**src/rtl/radio_mode_fsm.sv**
```systemverilog
module radio_mode_fsm #(
  parameter int CAL_CYCLES = 12,
  parameter int CMD_W      = 4
) (
  input  logic             clk,
  input  logic             rst_n,
  input  logic             cmd_vld,
  input  logic [CMD_W-1:0] cmd_code,
  input  logic             cca_clear,
  input  logic             tx_done,
  input  logic             fifo_wr,
  input  logic             fifo_rd,
  output logic [2:0]       mode,
  output logic             rx_en,
  output logic             tx_en,
  output logic             synth_en,
  output logic             xosc_pd,
  output logic             bias_pd,
  output logic             cal_valid,
  output logic             flush_rx,
  output logic             flush_tx,
  output logic             ack_req,
  output logic             ack_pend,
  output logic             fifo_wr_ok,
  output logic             fifo_rd_ok,
  output logic             fifo_err
);
  localparam int CW = $clog2(CAL_CYCLES + 1);
  localparam logic [CW-1:0] CNT_LAST = CW'(CAL_CYCLES - 1);

  localparam logic [2:0] M_OFF = 3'd0, M_IDLE = 3'd1, M_CAL = 3'd2,
                         M_WAIT = 3'd3, M_RX = 3'd4, M_TX = 3'd5;

  localparam logic [CMD_W-1:0] C_OSCON = 1, C_CAL = 2, C_RXON = 3, C_TXON = 4,
                               C_TXCCA = 5, C_RFOFF = 6, C_OSCOFF = 7,
                               C_FRX = 8, C_FTX = 9, C_ACK = 10, C_ACKP = 11;

  logic [2:0]    st, st_n, tgt, tgt_n;
  logic [CW-1:0] cnt, cnt_n;
  logic          cal_n, ret_rx, ret_n;
  logic          live, tx_ok, go_tx;

  assign live  = cmd_vld && (st != M_OFF);
  assign tx_ok = (st == M_IDLE) || (st == M_WAIT) || (st == M_RX);
  assign go_tx = live && tx_ok &&
                 ((cmd_code == C_TXON) || ((cmd_code == C_TXCCA) && cca_clear));

  always_comb begin
    st_n  = st;
    tgt_n = tgt;
    cnt_n = cnt;
    cal_n = cal_valid;
    ret_n = ret_rx;
    case (st)
      M_OFF: if (cmd_vld && cmd_code == C_OSCON) st_n = M_IDLE;
      M_CAL: begin
        if (cnt == CNT_LAST) begin
          st_n  = tgt;
          cal_n = 1'b1;
        end else begin
          cnt_n = cnt + 1'b1;
        end
      end
      M_TX: if (tx_done) st_n = ret_rx ? M_RX : M_WAIT;
      default: ;
    endcase
    if (go_tx) begin
      ret_n = (st == M_RX);
      if (cal_valid) begin
        st_n = M_TX;
      end else begin
        st_n  = M_CAL;
        tgt_n = M_TX;
        cnt_n = '0;
      end
    end else if (live) begin
      case (cmd_code)
        C_CAL: if (st != M_CAL) begin
          st_n  = M_CAL;
          tgt_n = M_WAIT;
          cnt_n = '0;
        end
        C_RXON: if (st == M_IDLE || st == M_WAIT) st_n = M_RX;
        C_RFOFF: begin
          st_n  = M_IDLE;
          cal_n = 1'b0;
        end
        C_OSCOFF: begin
          st_n  = M_OFF;
          cal_n = 1'b0;
        end
        default: ;
      endcase
    end
  end

  always_ff @(posedge clk or negedge rst_n) begin
    if (!rst_n) begin
      st        <= M_OFF;
      tgt       <= M_WAIT;
      cnt       <= '0;
      cal_valid <= 1'b0;
      ret_rx    <= 1'b0;
      flush_rx  <= 1'b0;
      flush_tx  <= 1'b0;
      ack_req   <= 1'b0;
      ack_pend  <= 1'b0;
      fifo_err  <= 1'b0;
    end else begin
      st        <= st_n;
      tgt       <= tgt_n;
      cnt       <= cnt_n;
      cal_valid <= cal_n;
      ret_rx    <= ret_n;
      flush_rx  <= live && (cmd_code == C_FRX);
      flush_tx  <= live && (cmd_code == C_FTX);
      ack_req   <= live && ((cmd_code == C_ACK) || (cmd_code == C_ACKP));
      ack_pend  <= live && (cmd_code == C_ACKP);
      fifo_err  <= fifo_err || ((fifo_wr || fifo_rd) && (st == M_OFF));
    end
  end

  assign mode       = st;
  assign rx_en      = (st == M_RX);
  assign tx_en      = (st == M_TX);
  assign synth_en   = (st == M_CAL) || (st == M_WAIT) || rx_en || tx_en;
  assign xosc_pd    = (st == M_OFF);
  assign bias_pd    = (st == M_OFF);
  assign fifo_wr_ok = fifo_wr && (st != M_OFF);
  assign fifo_rd_ok = fifo_rd && (st != M_OFF);
endmodule

```
**config.mk**
```make
export PLATFORM = sky130hd
export DESIGN_NAME = radio_mode_fsm
export DESIGN_NICKNAME = d
export VERILOG_FILES = /design/src/rtl/radio_mode_fsm.sv
export SDC_FILE = /design/constraint.sdc
export NUM_CORES = 1
export LEC_CHECK = 0
export BUFFER_PORTS_ARGS = -buffer_cell sky130_fd_sc_hd__buf_2
export CAP_MARGIN = 10
export CORE_MARGIN = 1
export CORE_UTILIZATION = 45
export CTS_CLUSTER_DIAMETER = 200
export DETAILED_ROUTE_END_ITERATION = 12
export PLACE_DENSITY = 0.74
export SLEW_MARGIN = 20
export SYNTH_ARGS = -nofsm -noshare
export SYNTH_HDL_FRONTEND = slang
export SYNTH_SLANG_ARGS = --single-unit
```
**constraint.sdc**
```tcl
create_clock -name clk -period 1.5 [get_ports clk]
set_input_delay 0.3 -clock clk [delete_from_list [all_inputs] [get_ports clk]]
set_output_delay 0.3 -clock clk [all_outputs]
set_load 0.03 [all_outputs]
```
# --- Word level (Yosys, flattened, before mapping) ---
# Index checks and enable logic that the tools add are counted.
op_classes:
  add_sub_neg: 1
  n_eq_ne: 19
  mux: 28
  reduce_logical: 28
ops:
  columns: ["operator", "count"]
  rows:
  - ["two-way mux 3 bit", 14]
  - ["two-way mux 4 bit", 7]
  - ["== test 4 bit (second input constant)", 5]
  - ["== test 4 x 3 -> 1 bit (second input constant)", 4]
  - ["logical AND 1 bit", 12]
  - ["one-hot mux 3 bit (4 select lines)", 1]
  - ["logical OR 1 bit", 9]
  - ["one-hot mux 3 bit (3 select lines)", 1]
  - ["== test 4 x 2 -> 1 bit (second input constant)", 2]
  - ["== test 3 x 2 -> 1 bit (second input constant)", 2]
  - ["== test 3 bit (second input constant)", 2]
  - ["nonzero test 2 bit", 3]
  - ["two-way mux 1 bit", 5]
  - ["adder 4 x 1 -> 4 bit (second input constant)", 1]
  - ["== test 4 x 1 -> 1 bit (second input constant)", 1]
  - ["AND reduction 4 bit", 1]
  - ["== test 3 x 1 -> 1 bit (second input constant)", 1]
  - ["logical NOT 3 bit", 1]
  - ["inequality test 3 x 2 -> 1 bit (second input constant)", 1]
  - ["nonzero test 3 bit", 1]
  - ["inequality test 2 bit (second input constant)", 1]
  - ["OR reduction 2 bit", 1]
totals:
  reg_bits: 17
  inputBits: 11
  output_inout_bits: 16
  word_cells: 86

# --- Logic depth before layout (Yosys ltp) ---
depth:
  word_depth: 8
  mapped_depth: 5
  depth_no_buf: 5

# --- Worst setup path before layout ---
# No wires, ideal clock.
synth_timing:
  path_type: "reg-to-reg"
  start: "reg st[2], in the netlist mode[2]"
  end: "reg cnt[0]"
  setup_ns: 0.131
  arrival_ns: 2.169
  slack_ns: -0.800
  stages_incl_launch_ff: 5
  n_path_buf: 0
  period_less_slack_ns: 2.300
  path_cell_list: "dfrtp_1 -> nor3b_1 -> o2111ai_2 -> o22ai_1 -> a21oi_1"
synth_via:
  elab_cells_between_ends: 17
synth_lines:
  columns: ["element", "line", "source"]
  rows:
  - ["start: declaration", "38", "logic [2:0] st, st_n, tgt, tgt_n;"]
  - ["start signal: assignment", "110", "st <= st_n;"]
  - ["== test 3 bit", null, null]
  - ["net rx_en", "14", "output logic rx_en,"]
  - ["logical OR 1 bit", "44", "assign tx_ok = (st == M_IDLE) || (st == M_WAIT) || (st == M_RX);"]
  - ["logical AND 1 bit (2 in a row)", "45", "assign go_tx = live && tx_ok &&"]
  - ["two-way mux 4 bit", "67", "if (go_tx) begin"]
  - ["net cnt_n[0]", "39", "logic [CW-1:0] cnt, cnt_n;"]
  - ["end signal: assignment", "112", "cnt <= cnt_n;"]
  - ["end: declaration", "39", null]
# The timed path passes the listed nets, and every way through them passes these cells.
# A chain may end at the register's enable or synchronous reset.

# --- Final worst setup path ---
layout_timing:
  start: "reg st[0], in the netlist mode[0]"
  end: "out rx_en"
layout_via:
  elab_chain_cells: 1
layout_rtl:
  columns: ["element", "line", "source"]
  rows:
  - ["== test 3 bit", "124", "assign rx_en = (st == M_RX);"]
  - ["end: declaration", "14", null]
# Every way passes these cells.

==> out/qor.yml <==
run_status:
  status: "finished, violations left"
  violations: "negative setup slack"
finish:
  regArea_um2: 405.4
  area_delta_synth_final_pct: 57.68
  fillers: 142
  num_antenna_cells: 0
  layout-drive-gt1-share: 0.5369
  final_area_um2: 1478
  finalNetCount: 162
  multiInputGateArea_um2: 579.3
critical_path:
  start_kind: "register"
  crit_top_cell: "buf_6"
  crit_cells: 4
  worst_ep_required_time_ns: 1.20
  worstSetupPathType: "reg2out"
  worstPathCellList: "buf_4, nor3b_4, buf_6, buf_6"
  worstPathMaxFanout: 5
  cp.arrival_ns: 1.40
  cp_slowest_stage_delay_ns: 0.45
  crit_buf_inv: 3
  critPathSlowestCell: "dfrtp_2"
  r2r_cells: 5
  critical-path-top-delay-family: "flip-flops"
  crit_path_end_kind: "output pin"
power:
  vdd_drop_max_mv: 1.367
  internal-power_mw: 1.564
  p_total_mw: 2.810
  clockPowerShare: 0.103
  comb_power_share: 0.634
  powerDensity_nw_per_um2: 1901
  switching_share: 0.4435
  power.switching_mw: 1.246
  p_seq_frac: 0.263
  leakage_nw: 0.7016
clocking:
  root_buffer: "clkbuf_4"
  clk_pin_slew_worst_paths_ns: 0.10
  h-tree-depth: 1
  cts_buffer_depth: 2
  cts_buffers: 3
  cts.sinks: 16
  cts_tree: "done"
  clkLatencyLatePin_ns: 0.29
grt:
  grt_start_max_net_pins: 17
  overflow: 0
  grt_usage: 0.2586
  grt_antenna_before_repair: 0
  grt_pass1_vias: 942
  grt_first_pass_wirelength_mm: 4.029
timing:
  post-route-min-period_ns: 1.696
  grt_setup_unrepaired: "yes"
  tightest_slew_ns: 0.4455
  fin_crit_sh: 1.131
  fin_ws_ns: -0.1963
  fmax_ghz: 0.5895
  drv_slew: 0
  setup-violations-final: 16
  hold_violations: 0
  slew-limit-headroom: 0.7023
  fin_worst_skew_ns: 0.004272
drt:
  wirelength_mm: 2.840
  vias: 980
  wl_per_cell_um: 16.14
  firstDrtPassIters: 4
  post-route-drc-count: 0
  via_per_inst: 5.568
  ant_nets: 0
  dr.first_iter.drc_count: 30
placement:
  place_area_um2: 1232
  hpwl_mm: 1.883
  finalWeightedCongestion: 0.8021
  numPortBuffers: 26
die:
  io_pins: 27
  std_cell_rows: 16
  die_w_um: 47.64
  die_h_um: 47.64
  dieArea_um2: 2269
  start_util: 0.4777
  fp.coreArea_um2: 1962
logic_synthesis:
  yosysSeqAreaShare: 0.4286
  avgSynthCellArea_um2: 9.865
  syn_inst: 95
  synth_seq_cells: 16
  syn_nets: 107
  ys_top_cells_by_area: "dfrtp_1 40%, nor2b_1 4.0%, a21oi_1 3.7%"
  yosysUniqueCellTypes: 39
  yosys_warnings: 0
  synth_top_area_cell: "dfrtp_1"
  synth_area_um2: 937.1
  synth_top_area_share: 0.4005
flow_run:
  drv_cap: 0
worst_hold_path:
  hold_depth: 2
  hold_path_class: "in2reg"
==> cells in the final DEF, fill, tap and decap left out, drive strengths merged, types with 2 or more instances in the layout <==
cell	Yosys	layout
buf	5	54
o22ai	2	2
xor2	3	3
nand2	8	8
nand3b	2	2
dfrtp	15	15
a21oi	7	7
a31oi	2	2
nor3b	4	4
nor3	4	4
nor2b	6	6
nand4	2	2
clkbuf	0	4
o21ai	3	3
mux2i	2	2
nand2b	2	2
nor2	5	5
inv	4	4
==> power groups by stage <==
stage	clock network (mW)	logic, mW	registers (mW)
detailed placement	0	1.36	0.762
global route	0.315	1.92	0.759
CTS	0.292	1.58	0.728
floorplan	0	0.897	0.812
global placement	0	1.31	0.755
finish	0.290	1.78	0.739
==> cell type report <==
class                   count  area share
repair buffers             55      0.2760
clock buffers               4     0.02456
well taps                  27     0.02286
flip-flops and latches     16      0.2743
inverters                   4     0.01016
multi-input cells          70      0.3920
==> cell families after synthesis <==
family / after synthesis / share of synthesized area
simple gates: 40 / 0.2564
mux: 3 / 0.03338
fa+ha+maj: 1 / 0.01335
compound gates: 23 / 0.1816
flops: 16 / 0.4286
xor+xnor: 3 / 0.02804
buf+inv: 9 / 0.05874
==> synthesized netlist by cell type <==
cell       count
xor2_1         3
buf_4          1
nand4b_1       1
and4b_1        1
buf_6          2
nand4_1        2
o31a_4         1
nor3b_2        1
a221oi_1       1
o21ai_0        3
nor2_1         5
a31oi_1        2
o311a_1        1
buf_2          2
nor3b_1        3
o31ai_1        1
nor3_1         4
nor4_1         1
mux2i_1        2
o22ai_1        2
o2111ai_2      1
and2_2         1
and4_1         1
nor2b_1        6
a221o_1        1
a32o_1         1
dfstp_2        1
nand2b_1       2
a21oi_1        7
a21o_1         1
ha_1           1
inv_1          4
dfrtp_1       15
nand2_1        8
nor4b_1        1
and3b_1        1
mux2_2         1
nand3b_1       2
a31o_2         1
==> repair_timing <==
| item | 4_1_cts | 5_1_grt |
|---|---|---|
| resized for setup | 14 | 15 |
| endpoints found under the hold margin | 15 | 0 |
| pin swaps | 7 | 8 |
| hold buffers | 1 | 0 |
| setup buffers | 7 | 4 |
| setup endpoints to repair | 14 | 16 |
==> metal layers <==
| metal | track usage | up-vias | wire length [um] |
|---|---|---|---|
| met4 | 0.1333 | 0 | 87 |
| met1 | 0.2887 | 469 | 1121 |
| met3 | 0.02642 | 11 | 157 |
| met5 | 0 | - | 0 |
| met2 | 0.4822 | 44 | 1473 |
| li1 | - | 456 | - |
==> per-stage QoR <==
| step | worst slack [ns] | instances | TNS, ns | utilization | hold WS (ns) |
|---|---|---|---|---|---|
| floorplan | -0.1505 | 95 | -1.375 | - | 0.004409 |
| global placement | -0.1030 | 160 | -0.1422 | 0.6282 | 0.2276 |
| detailed placement | -0.1017 | 160 | -0.3167 | 0.6282 | 0.2311 |
| CTS | -0.1934 | 172 | -1.286 | 0.7041 | 0.1992 |
| global route | -0.2737 | 176 | -3.278 | 0.7532 | 0.2036 |
| finish | -0.1963 | 176 | -2.222 | 0.7532 | 0.2057 |
==> flip-flops by register name, indices dropped and copies added, names as in the netlist <==
name / cells
ack_pend: 1
ack_req: 1
cal_valid: 1
cnt: 4
fifo_err: 1
flush_rx: 1
flush_tx: 1
mode: 3
ret_rx: 1
tgt: 2
==> final timing paths <==
path	from	slack [ns]	end
worst max-delay path	mode[0]	-0.20	rx_en
worst min register to register	tgt[1]	0.47	tgt[1]
min in group asynchronous	rst_n	0.44	ack_req
worst min-delay path	cmd_code[0]	0.21	flush_rx
worst max register to register	mode[0]	-0.18	mode[0]
max in group asynchronous	rst_n	0.75	tgt[1]
Power figures use the tool's default switching activity.
